==> src/rtl/rxr_pkg.sv <==
package rxr_pkg;
  localparam int ADDR_W = 13;
  typedef logic [ADDR_W-1:0] addr_t;

  typedef enum logic [1:0] {
    WS_IDLE,
    WS_PAY,
    WS_HDR,
    WS_DROP
  } wr_state_e;

  // advance an address by n bytes, folding past the top back to the bottom
  function automatic addr_t ring_step(addr_t a, logic [2:0] n, addr_t lo, addr_t hi);
    logic [ADDR_W:0] s;
    logic [ADDR_W:0] span;
    s    = {1'b0, a} + {{(ADDR_W-2){1'b0}}, n};
    span = {1'b0, hi} - {1'b0, lo} + (ADDR_W+1)'(1);
    if (s > {1'b0, hi}) s = s - span;
    return s[ADDR_W-1:0];
  endfunction
endpackage

==> src/rtl/rxr_counter.sv <==
module rxr_counter #(
  parameter int CNT_W = 8
) (
  input  logic             clk,
  input  logic             rst_n,
  input  logic             inc,
  input  logic             dec,
  output logic [CNT_W-1:0] cnt,
  output logic             full,
  output logic             pending
);
  localparam logic [CNT_W-1:0] CMAX = '1;

  logic dec_ok;
  assign dec_ok  = dec && (cnt != '0);
  assign full    = (cnt == CMAX);
  assign pending = (cnt != '0);

  always_ff @(posedge clk) begin
    if (!rst_n) begin
      cnt <= '0;
    end else begin
      case ({inc, dec_ok})
        2'b10:   if (!full) cnt <= cnt + 1'b1;
        2'b01:   cnt <= cnt - 1'b1;
        default: cnt <= cnt;
      endcase
    end
  end

  // a lone release lowers the count by exactly one
  a_r8_dec_step: assert property (@(posedge clk) disable iff (!rst_n)
    (dec && !inc && cnt != '0) |=> (cnt == $past(cnt) - 1'b1));

  // release at zero has no effect
  a_r8_zero_hold: assert property (@(posedge clk) disable iff (!rst_n)
    (cnt == '0 && !inc) |=> (cnt == '0));

  // the writer never commits into a full count
  a_r9_no_commit_full: assert property (@(posedge clk) disable iff (!rst_n)
    !(inc && full && !dec));
endmodule

==> src/rtl/rxr_release.sv <==
module rxr_release
  import rxr_pkg::*;
(
  input  logic  clk,
  input  logic  rst_n,
  input  logic  init,
  input  addr_t ring_lo,
  input  addr_t ring_hi,
  input  logic  rel_we,
  input  addr_t rel_next,
  output addr_t rd_ptr
);
  addr_t below;
  logic  outside;

  assign below   = rel_next - addr_t'(1);
  assign outside = (below < ring_lo) || (below > ring_hi);

  always_ff @(posedge clk) begin
    if (!rst_n) begin
      rd_ptr <= '1;
    end else if (init) begin
      rd_ptr <= ring_hi;
    end else if (rel_we) begin
      rd_ptr <= outside ? ring_hi : below;
    end
  end

  // the boundary always lands inside the ring after an update
  a_r10_in_ring: assert property (@(posedge clk) disable iff (!rst_n)
    (rel_we && !init) |=> (rd_ptr >= ring_lo && rd_ptr <= ring_hi));
endmodule

==> src/rtl/rxr_writer.sv <==
module rxr_writer
  import rxr_pkg::*;
#(
  parameter int MAX_LEN = 1518,
  parameter int LEN_W   = 16,
  parameter int ST_W    = 16
) (
  input  logic            clk,
  input  logic            rst_n,
  input  logic            init,
  input  addr_t           ring_lo,
  input  addr_t           ring_hi,
  input  addr_t           rd_ptr,
  input  logic            cnt_full,
  input  logic            in_valid,
  output logic            in_ready,
  input  logic [7:0]      in_data,
  input  logic            in_last,
  input  logic [ST_W-1:0] in_status,
  output logic            mem_we,
  output addr_t           mem_addr,
  output logic [7:0]      mem_wdata,
  output logic            commit,
  output logic            drop_err
);
  localparam int CW      = LEN_W + 1;
  localparam int OK_BIT  = 7;
  localparam int HDR_LEN = 6;

  wr_state_e        st;
  addr_t            wp, pa, ha, nxt;
  logic [LEN_W-1:0] len;
  logic [ST_W-1:0]  stat;
  logic [2:0]       hidx;
  logic             err_hold;

  logic [ADDR_W:0]  span, free_b;
  addr_t            cur_a, after_a, nxt_c;
  logic [LEN_W-1:0] k;
  logic             taking, take, too_long, no_room;
  logic [15:0]      nxt16, len16, st16;
  logic [7:0]       hdr_byte;

  assign taking   = (st == WS_IDLE) || (st == WS_PAY);
  assign in_ready = !init && (st != WS_HDR);
  assign take     = in_valid && in_ready;

  // bytes free from the write pointer up to the protected boundary
  assign span   = {1'b0, ring_hi} - {1'b0, ring_lo} + (ADDR_W+1)'(1);
  assign free_b = (rd_ptr >= wp) ? ({1'b0, rd_ptr} - {1'b0, wp})
                                 : ({1'b0, rd_ptr} + span - {1'b0, wp});

  assign cur_a    = (st == WS_IDLE) ? ring_step(wp, 3'(HDR_LEN), ring_lo, ring_hi) : pa;
  assign k        = (st == WS_IDLE) ? '0 : len;
  assign too_long = (k >= LEN_W'(MAX_LEN));
  assign no_room  = (CW'(k) + CW'(7)) >= CW'(free_b);
  assign after_a  = ring_step(cur_a, 3'd1, ring_lo, ring_hi);
  assign nxt_c    = after_a[0] ? ring_step(after_a, 3'd1, ring_lo, ring_hi) : after_a;

  assign nxt16 = 16'(nxt);
  assign len16 = 16'(len);
  assign st16  = 16'(stat);

  always_comb begin
    case (hidx)
      3'd0:    hdr_byte = nxt16[7:0];
      3'd1:    hdr_byte = nxt16[15:8];
      3'd2:    hdr_byte = len16[7:0];
      3'd3:    hdr_byte = len16[15:8];
      3'd4:    hdr_byte = st16[7:0];
      default: hdr_byte = st16[15:8];
    endcase
  end

  always_comb begin
    if (st == WS_HDR) begin
      mem_we    = 1'b1;
      mem_addr  = ha;
      mem_wdata = hdr_byte;
    end else begin
      mem_we    = take && taking && !too_long && !no_room;
      mem_addr  = cur_a;
      mem_wdata = in_data;
    end
  end

  assign commit = (st == WS_HDR) && (hidx == 3'd5);

  always_ff @(posedge clk) begin
    if (!rst_n) begin
      st       <= WS_IDLE;
      wp       <= '0;
      pa       <= '0;
      ha       <= '0;
      nxt      <= '0;
      len      <= '0;
      stat     <= '0;
      hidx     <= '0;
      err_hold <= 1'b0;
      drop_err <= 1'b0;
    end else begin
      drop_err <= 1'b0;
      if (init) begin
        wp <= ring_lo;
        st <= WS_IDLE;
      end else begin
        case (st)
          WS_IDLE, WS_PAY: begin
            if (take) begin
              if (too_long || no_room) begin
                if (in_last) begin
                  drop_err <= !too_long;
                  st       <= WS_IDLE;
                end else begin
                  err_hold <= !too_long;
                  st       <= WS_DROP;
                end
              end else begin
                pa  <= after_a;
                len <= k + 1'b1;
                if (!in_last) begin
                  st <= WS_PAY;
                end else if (!in_status[OK_BIT]) begin
                  st <= WS_IDLE;
                end else if (cnt_full) begin
                  drop_err <= 1'b1;
                  st       <= WS_IDLE;
                end else begin
                  nxt  <= nxt_c;
                  stat <= in_status;
                  ha   <= wp;
                  hidx <= '0;
                  st   <= WS_HDR;
                end
              end
            end
          end
          WS_DROP: begin
            if (take && in_last) begin
              drop_err <= err_hold;
              st       <= WS_IDLE;
            end
          end
          WS_HDR: begin
            ha   <= ring_step(ha, 3'd1, ring_lo, ring_hi);
            hidx <= hidx + 1'b1;
            if (hidx == 3'd5) begin
              wp <= nxt;
              st <= WS_IDLE;
            end
          end
          default: st <= WS_IDLE;
        endcase
      end
    end
  end

  // frame starts always sit on even addresses
  a_r3_wp_even: assert property (@(posedge clk) disable iff (!rst_n)
    (!init && st == WS_HDR) |-> !ha[0] || hidx != 3'd0);

  // every write stays inside the ring
  a_r4_in_ring: assert property (@(posedge clk) disable iff (!rst_n)
    mem_we |-> (mem_addr >= ring_lo && mem_addr <= ring_hi));

  // a header, once begun, writes on every cycle until it completes
  a_r2_hdr_burst: assert property (@(posedge clk) disable iff (!rst_n)
    (st == WS_HDR && hidx != 3'd5) |=> (st == WS_HDR && mem_we));

  // no stream byte can be taken while a header is going out
  a_r11_hdr_stall: assert property (@(posedge clk) disable iff (!rst_n)
    (st == WS_HDR) |-> !(in_valid && in_ready));
endmodule

==> src/rtl/rxring_mgr.sv <==
module rxring_mgr
  import rxr_pkg::*;
#(
  parameter int MAX_LEN = 1518,
  parameter int CNT_W   = 8,
  parameter int LEN_W   = 16,
  parameter int ST_W    = 16
) (
  input  logic                  clk,
  input  logic                  rst_n,
  input  logic [ADDR_W-1:0]     ring_start,
  input  logic [ADDR_W-1:0]     ring_end,
  input  logic                  s_valid,
  output logic                  s_ready,
  input  logic [7:0]            s_data,
  input  logic                  s_last,
  input  logic [ST_W-1:0]       s_status,
  output logic                  mem_we,
  output logic [ADDR_W-1:0]     mem_addr,
  output logic [7:0]            mem_wdata,
  input  logic                  rd_we,
  input  logic [ADDR_W-1:0]     rd_next,
  input  logic                  pkt_dec,
  output logic [ADDR_W-1:0]     rd_ptr,
  output logic [CNT_W-1:0]      pkt_count,
  output logic                  pkt_pending,
  output logic                  ovf_err
);
  logic booted, init, commit, cnt_full;

  always_ff @(posedge clk) begin
    if (!rst_n) booted <= 1'b0;
    else        booted <= 1'b1;
  end
  assign init = !booted;

  rxr_release u_rel (
    .clk      (clk),
    .rst_n    (rst_n),
    .init     (init),
    .ring_lo  (ring_start),
    .ring_hi  (ring_end),
    .rel_we   (rd_we),
    .rel_next (rd_next),
    .rd_ptr   (rd_ptr)
  );

  rxr_writer #(
    .MAX_LEN (MAX_LEN),
    .LEN_W   (LEN_W),
    .ST_W    (ST_W)
  ) u_wr (
    .clk       (clk),
    .rst_n     (rst_n),
    .init      (init),
    .ring_lo   (ring_start),
    .ring_hi   (ring_end),
    .rd_ptr    (rd_ptr),
    .cnt_full  (cnt_full),
    .in_valid  (s_valid),
    .in_ready  (s_ready),
    .in_data   (s_data),
    .in_last   (s_last),
    .in_status (s_status),
    .mem_we    (mem_we),
    .mem_addr  (mem_addr),
    .mem_wdata (mem_wdata),
    .commit    (commit),
    .drop_err  (ovf_err)
  );

  rxr_counter #(
    .CNT_W (CNT_W)
  ) u_cnt (
    .clk     (clk),
    .rst_n   (rst_n),
    .inc     (commit),
    .dec     (pkt_dec),
    .cnt     (pkt_count),
    .full    (cnt_full),
    .pending (pkt_pending)
  );

  // the protected boundary byte is never written
  a_r12_guard: assert property (@(posedge clk) disable iff (!rst_n)
    (mem_we && booted) |-> (mem_addr != rd_ptr));

  // nothing is accepted in the start-up cycle
  a_r1_boot_quiet: assert property (@(posedge clk) disable iff (!rst_n)
    init |-> !s_ready);
endmodule

==> config.mk <==
export PLATFORM = sky130hd
export DESIGN_NAME = rxring_mgr
export DESIGN_NICKNAME = d
export VERILOG_FILES = /design/src/rtl/rxr_pkg.sv /design/src/rtl/rxr_counter.sv /design/src/rtl/rxr_release.sv /design/src/rtl/rxr_writer.sv /design/src/rtl/rxring_mgr.sv
export SDC_FILE = /design/constraint.sdc
export NUM_CORES = 1
export LEC_CHECK = 0
export ABC_AREA = 1
export ABC_CLOCK_PERIOD_IN_PS = 14900
export BUFFER_PORTS_ARGS = -buffer_cell sky130_fd_sc_hd__buf_2
export CAP_MARGIN = 5
export CORE_MARGIN = 2
export CORE_UTILIZATION = 50
export DETAILED_ROUTE_END_ITERATION = 10
export PLACE_DENSITY = 0.68
export SLEW_MARGIN = 10
export SYNTH_ARGS = -nofsm -noshare
export SYNTH_HDL_FRONTEND = slang
export SYNTH_HIERARCHICAL = 1
export SYNTH_SLANG_ARGS = --single-unit
==> constraint.sdc <==
create_clock -name clk -period 14.9 [get_ports clk]
set_input_delay 2.98 -clock clk [delete_from_list [all_inputs] [get_ports clk]]
set_output_delay 2.98 -clock clk [all_outputs]
set_load 0.01 [all_outputs]
==> results_dict.tcl, run 1 <==
set metrics [dict create \
    status "completed" \
    cts-hold-fix-buffers 0 \
    start_util_pct 50.7 \
    timing.final.ws_setup_ns 2.88 \
    ys.flop_type "dfxtp_1" \
    final_area_um2 16500 \
    drtIter0Drc 1433 \
    synth-edff-count 0 \
    drc 0 \
    holdPathEnd "u_wr/st16[7]$_SDFFE_PN0P_" \
    grt_max_degree 53 \
    first_global_vias 14800 \
    p_comb_share_pct 60.9 \
    end_kind "primary output" \
    r2r-end "u_wr/nxt[1]$_SDFFE_PN0P_" \
    synth_top_area_cell "ha_1" \
    min_period_over_period_pct 80.6 \
    final_common_cell "nand2_1" \
    synth_area_um2 15000 \
    root_buffer "clkbuf_16" \
    ff2ff_setup_slack_ns 4.91 \
    grt_pass1_wl_mm 78.8 \
    post_cts_buffers 0 \
    antenna_found_initial 0 \
    timing_max_transition_violations_final 0 \
    cp.required_ns 11.92 \
    reg2reg_depth 52 \
    numCtsBuffers 17 \
    grt_usage_pct 32.4 \
    p_leak_nw 8.66 \
    yosysSeqAreaShare_pct 15.0 \
    switching_share_pct 49.7 \
    ant_nets 0 \
    crit_type "in -> out" \
    syn_area_per_cell_um2 6.22 \
    most-common-layout-cells "607 x nand2_1, 391 x inv_1, 198 x ha_1, 196 x a21oi_1, 182 x nand3_1" \
    area_delta_synth_final_pct 9.62 \
    fill_cells 3119 \
    worstHoldStart "u_wr/st16[7]$_SDFFE_PN0P_" \
    power.net_switching_w 0.00101 \
    yosys_register_bits 113 \
    fin_crit_ns 12.02 \
    crit_path_start_kind "primary input" \
    drt_pass1_iterations 5 \
    fmax_ghz 0.0832 \
    worst_hold_path_type "reg -> reg" \
    arrival_ns 9.04 \
    drt-total-wl_mm 50.9 \
    finalSetupTns_ns 0 \
    clockBufferDepth 2 \
    clk_latency_ns 0.45 \
    synth_cell_types 67 \
    whs_path_depth 2 \
    crit_path_max_incr_delay_ns 0.48 \
    io_pins 115 \
    cts_sinks 113 \
    num_vias 16100 \
    p_clk_share_pct 21.3 \
    fp-row-count 63 \
    core_area_um2 29600 \
    ir_worst_vdd_uv 84.2 \
    path_max_fanout 39 \
    numPortBuffers 114 \
    rsz0062_at_grt "no" \
    htree_levels 4 \
    power_frac_seq_pct 17.8 \
    post_cts_resized 0 \
    gp_congestion 0.990 \
    fin_nets 2790 \
    clk_pin_slew_worst_paths_ns 0.06 \
    die_x_um 177 \
    p_int_w 0.00103 \
    synthCells 2418 \
    cts_tree "built" \
    die_height_um 177 \
    drive_gt1_share_pct 10.1 \
    finClkSkew_ns 0.0209 \
    power.density_nw_per_um2 124 \
    wl_per_cell_um 17.5 \
    syn-num-nets 2705 \
    vias_per_cell 5.53 \
    setup_viol 0 \
    synth_top_area_share_pct 16.5 \
    die-area_um2 31500 \
    dp_hpwl_mm 41.2 \
    synthTopCellsByArea "ha_1 16%, nand2_1 15%, dfxtp_1 15%, inv_1 9.8%, a21oi_1 6.5%" \
    r2r_start "u_wr/wp[1]$_SDFFE_PN0P_" \
    tightest_slew_ns 0.820 \
    synth_warnings 6 \
    pre_cts_ws_ns 3.00 \
    maxCapViolations 0 \
    synth_async_sr_flop_share_pct 0 \
    grt_overflow_total 0 \
    placed_cell_area_um2 15900 \
    hold_viol_final 0 \
    slew_headroom_pct 45.1 \
    cpMaxStageDelayCell "fa_1" \
]
==> worst max-delay path by stage <==
stage | from | to | slack, ns | cells past startpoint
after floorplan | ring_end[1] | mem_we | 4.09 | 31
after global placement | ring_end[1] | mem_we | 3.11 | 33
after detailed placement | ring_end[1] | mem_we | 3.00 | 33
after CTS | ring_end[1] | mem_we | 2.96 | 33
after global routing | ring_end[1] | mem_we | 2.36 | 33
final | ring_end[1] | mem_we | 2.88 | 33
==> cell families (layout without fill, tap and decap cells) <==
family / Yosys count / in the layout / share of synthesized area [%]
other: 0 / 1 / 0
AND/OR/NAND/NOR: 1088 / 1088 / 31.7
XOR/XNOR: 90 / 90 / 5.24
buffers and inverters: 471 / 569 / 12.3
adder cells (fa/ha/maj): 218 / 218 / 19.1
flip-flops: 113 / 113 / 15.0
AO/OA/AOI/OAI: 435 / 435 / 16.4
multiplexers: 3 / 3 / 0.216
==> state kept, by name, summed over array words and instances (netlist names), 2 cells and up <==
| signal | flops |
|---|---|
| u_wr/nxt | 13 |
| u_wr/len | 16 |
| u_wr/st16 | 16 |
| u_wr/ha | 13 |
| u_cnt/cnt | 8 |
| u_rel/rd_ptr | 13 |
| u_wr/pa | 13 |
| u_wr/wp | 13 |
| u_wr/st | 2 |
| u_wr/hidx | 3 |
==> through the flow <==
stage	instances	utilization [%]	power (W)	hold slack, ns
after floorplan	2418	-	0.00129	0.425
after global placement	2874	53.6	0.00156	0.446
after detailed placement	2874	53.6	0.00158	0.448
after CTS	2906	55.6	0.00202	0.461
after global routing	2906	55.6	0.00221	0.485
final	2907	55.6	0.00204	0.465
==> power by group through the flow <==
stage | logic, W | clock network, W | registers, W
after detailed placement | 0.00121 | 0 | 0.000369
after global placement | 0.00119 | 0 | 0.000369
after CTS | 0.00122 | 0.000440 | 0.000363
after global routing | 0.00139 | 0.000454 | 0.000366
after floorplan | 0.000930 | 0 | 0.000359
final | 0.00124 | 0.000433 | 0.000364
==> cells in the mapped netlist (all sizes together), types with 6 or more instances <==
master  count
or2        15
a31oi      21
a221oi     10
clkbuf     41
nor2      188
nor3       22
o211ai     17
nand2     636
a21oi     198
nand3     190
o21bai     17
dfxtp     113
xor2       68
clkinv      6
nand4      23
fa         20
inv       407
xnor2      22
a211oi      9
buf        17
ha        198
o21ai     138
==> cell type report <==
cell class                      count  area [um^2]  area share, %
Multi-Input combinational cell   1834        10900           66.3
Sequential cell                   113         2260           13.7
Inverter                          413         1550           9.42
Timing Repair Buffer              124          646           3.92
Tap cell                          390          488           2.96
Clock buffer                       19          453           2.75
Clock inverter                     13          150          0.911
Antenna cell                        1         2.50         0.0152
==> worst max-delay path, delay by kind of cell <==
kind	cells	cell delay, ns
mux	1	0.26
xor+xnor	2	0.45
simple gates	9	0.93
buf+inv	6	1.09
fa+ha+maj	6	2.14
compound gates	9	1.17
==> routing by layer <==
layer,up-vias,share of wire (%),global-route usage [%]
li1,8040,-,-
met4,0,4.1,14.3
met2,608,44,51.0
met3,99,8.7,6.73
met5,-,0,0
met1,7337,43,42.7
Note: power is estimated with default switching activity, not from simulation.
==> run 2, diff against run 1 <==
--- a/config.mk
+++ b/config.mk
@@ -6,7 +6,7 @@
 export NUM_CORES = 1
 export LEC_CHECK = 0
 export ABC_AREA = 1
-export ABC_CLOCK_PERIOD_IN_PS = 14900
+export ABC_CLOCK_PERIOD_IN_PS = 12550
 export BUFFER_PORTS_ARGS = -buffer_cell sky130_fd_sc_hd__buf_2
 export CAP_MARGIN = 5
 export CORE_MARGIN = 2
==> constraint.sdc (replaced) <==
create_clock -name clk -period 12.55 [get_ports clk]
set_input_delay 2.51 -clock clk [delete_from_list [all_inputs] [get_ports clk]]
set_output_delay 2.51 -clock clk [all_outputs]
set_load 0.01 [all_outputs]
==> run 2 against run 1 <==
  * Non-clock buffer count increased by 2
  * Utilization increased by 0.33 points
  * Flip-flop and latch count unchanged
  * Sequential share of layout area decreased by 0.080 points
  * Cell count about the same
  * Die area unchanged
  * Worst setup slack got worse by 1.5 ns
  * Combinational power increased by 18%
  * Worst hold slack got worse by 0.0076 ns
  * First-iteration DRC count decreased by 5.2%
  * Sequential power increased by 18%
  * Largest power group unchanged
==> results_dict.tcl, run 2 (synthesis results as in run 1) <==
set metrics [dict create \
    fill_cells 3030 \
    ant_nets 0 \
    hold_viol_final 0 \
    drt-total-wl_mm 51.2 \
    final_common_cell "nand2_1" \
    setup_viol 0 \
    numCtsBuffers 17 \
    p_leak_nw 8.71 \
    met3_usage_pct 5.93 \
    die_height_um 177 \
    antennaDiodeCount 0 \
    worst_hold_path_type "reg -> reg" \
    fin_nets 2792 \
    crit_family "adder cells" \
    crit_path_start_kind "primary input" \
    grt_util_met2_pct 52.7 \
    post_cts_resized 0 \
    crit_path_max_incr_delay_ns 0.57 \
    grt_max_degree 53 \
    final_area_um2 16600 \
    final_core_util_pct 56.0 \
    crit_type "in -> out" \
    most-common-layout-cells "607 x nand2_1, 391 x inv_1, 198 x ha_1, 196 x a21oi_1, 182 x nand3_1" \
    end_kind "primary output" \
    dp_hpwl_mm 41.6 \
    grt_overflow_total 0 \
    clk_latency_ns 0.44 \
    r2r_start "u_wr/wp[1]$_SDFFE_PN0P_" \
    cts_sinks 113 \
    grt_pass1_wl_mm 79.6 \
    reg2reg_depth 54 \
    antenna_found_initial 0 \
    fmax_ghz 0.0892 \
    ir_worst_vdd_uv 101 \
    cp.required_ns 10.04 \
    worstHoldStart "u_wr/st16[7]$_SDFFE_PN0P_" \
    tightest_slew_ns 0.844 \
    finClkSkew_ns 0.0126 \
    area_delta_synth_final_pct 10.3 \
    grt_busiest_layer "met2" \
    clk_pin_slew_worst_paths_ns 0.06 \
    grt_usage_pct 32.8 \
    maxCapViolations 0 \
    cts-hold-fix-buffers 0 \
    use_met1_pct 43.2 \
    crit_top_cell "nand2_1" \
    drc 0 \
    timing_max_transition_violations_final 0 \
    r2r-end "u_wr/nxt[1]$_SDFFE_PN0P_" \
    clockBufferDepth 2 \
    core_area_um2 29600 \
    slew_headroom_pct 43.5 \
    drive_gt1_share_pct 10.2 \
    status "completed" \
    timing.final.ws_setup_ns 1.34 \
    min_period_over_period_pct 89.3 \
    start_util_pct 50.7 \
    root_buffer "clkbuf_16" \
    htree_levels 4 \
    numPortBuffers 114 \
    die-area_um2 31500 \
    arrival_ns 8.70 \
    vias_per_cell 5.51 \
    fp-row-count 63 \
    io_pins 115 \
    drtIter0Drc 1359 \
    whs_path_depth 2 \
    ff2ff_setup_slack_ns 2.47 \
    die_x_um 177 \
    finalSetupTns_ns 0 \
    wl_per_cell_um 17.6 \
    cpMaxStageDelayCell "fa_1" \
    post_cts_buffers 0 \
    path_max_fanout 39 \
    numPlacedInstances 2876 \
    first_global_vias 14800 \
    gp_congestion 0.971 \
    fin_crit_ns 11.21 \
    seqCellArea_um2 2260 \
    multi_input_area_um2 10900 \
    pre_cts_ws_ns 1.30 \
    drt_pass1_iterations 6 \
    power.density_nw_per_um2 149 \
    num_vias 16000 \
    rsz0062_at_grt "no" \
    cts_tree "built" \
    finalNonFillerCells 2908 \
    path_buf_inv 8 \
    holdPathEnd "u_wr/st16[7]$_SDFFE_PN0P_" \
    placed_cell_area_um2 15900 \
]
==> run 2: cell types whose count changed in the layout (fill, tap and decap cells not counted) <==
cell / change
bufinv_16: +4
clkinv_4: -4
buf_4: +2
inv_6: +2
clkbuf_8: -1
clkinv_2: -1
diode_2: -1
==> run 2: power by group <==
part           total [W]  internal (W)  switching (W)  leakage [nW]
registers       0.000430      0.000388      0.0000414         0.926
logic            0.00146      0.000524       0.000939          7.45
clock network   0.000585      0.000382       0.000204         0.329
==> run 2: cell type report <==
class / count / area share (%)
Clock inverter: 14 / 1.49
Inverter: 413 / 9.36
Timing Repair Buffer: 126 / 3.98
Tap cell: 390 / 2.94
Multi-Input combinational cell: 1834 / 65.9
Sequential cell: 113 / 13.6
Clock buffer: 18 / 2.65
==> run 2: per-stage QoR <==
step | total power (W) | hold WS [ns]
final | 0.00248 | 0.458
after CTS | 0.00247 | 0.455
after detailed placement | 0.00187 | 0.447
after global placement | 0.00185 | 0.444
after global routing | 0.00270 | 0.494
after floorplan | 0.00153 | 0.425
==> run 2: layer usage <==
layer | share of wire (%) | vias to the layer above
met2 | 44 | 538
met4 | 4.0 | 0
met1 | 44 | 7333
met3 | 7.6 | 103
li1 | - | 8047
met5 | 0 | -
==> run 2: worst max path at each step <==
stage,startpoint,to,slack (ns),cells after the start
after floorplan,ring_end[1],mem_we,2.68,31
after global placement,ring_end[1],mem_we,1.48,33
after detailed placement,ring_end[1],u_wr/nxt[1]$_SDFFE_PN0P_,1.30,52
after CTS,ring_end[1],mem_we,1.37,33
after global routing,ring_end[1],mem_we,0.81,35
final,ring_end[1],mem_we,1.34,35
==> run 2: worst min-delay path, stage by stage (launching register included) <==
cell and delay [ns]:
dfxtp_1 0.30, inv_1 0.05, a21oi_1 0.06
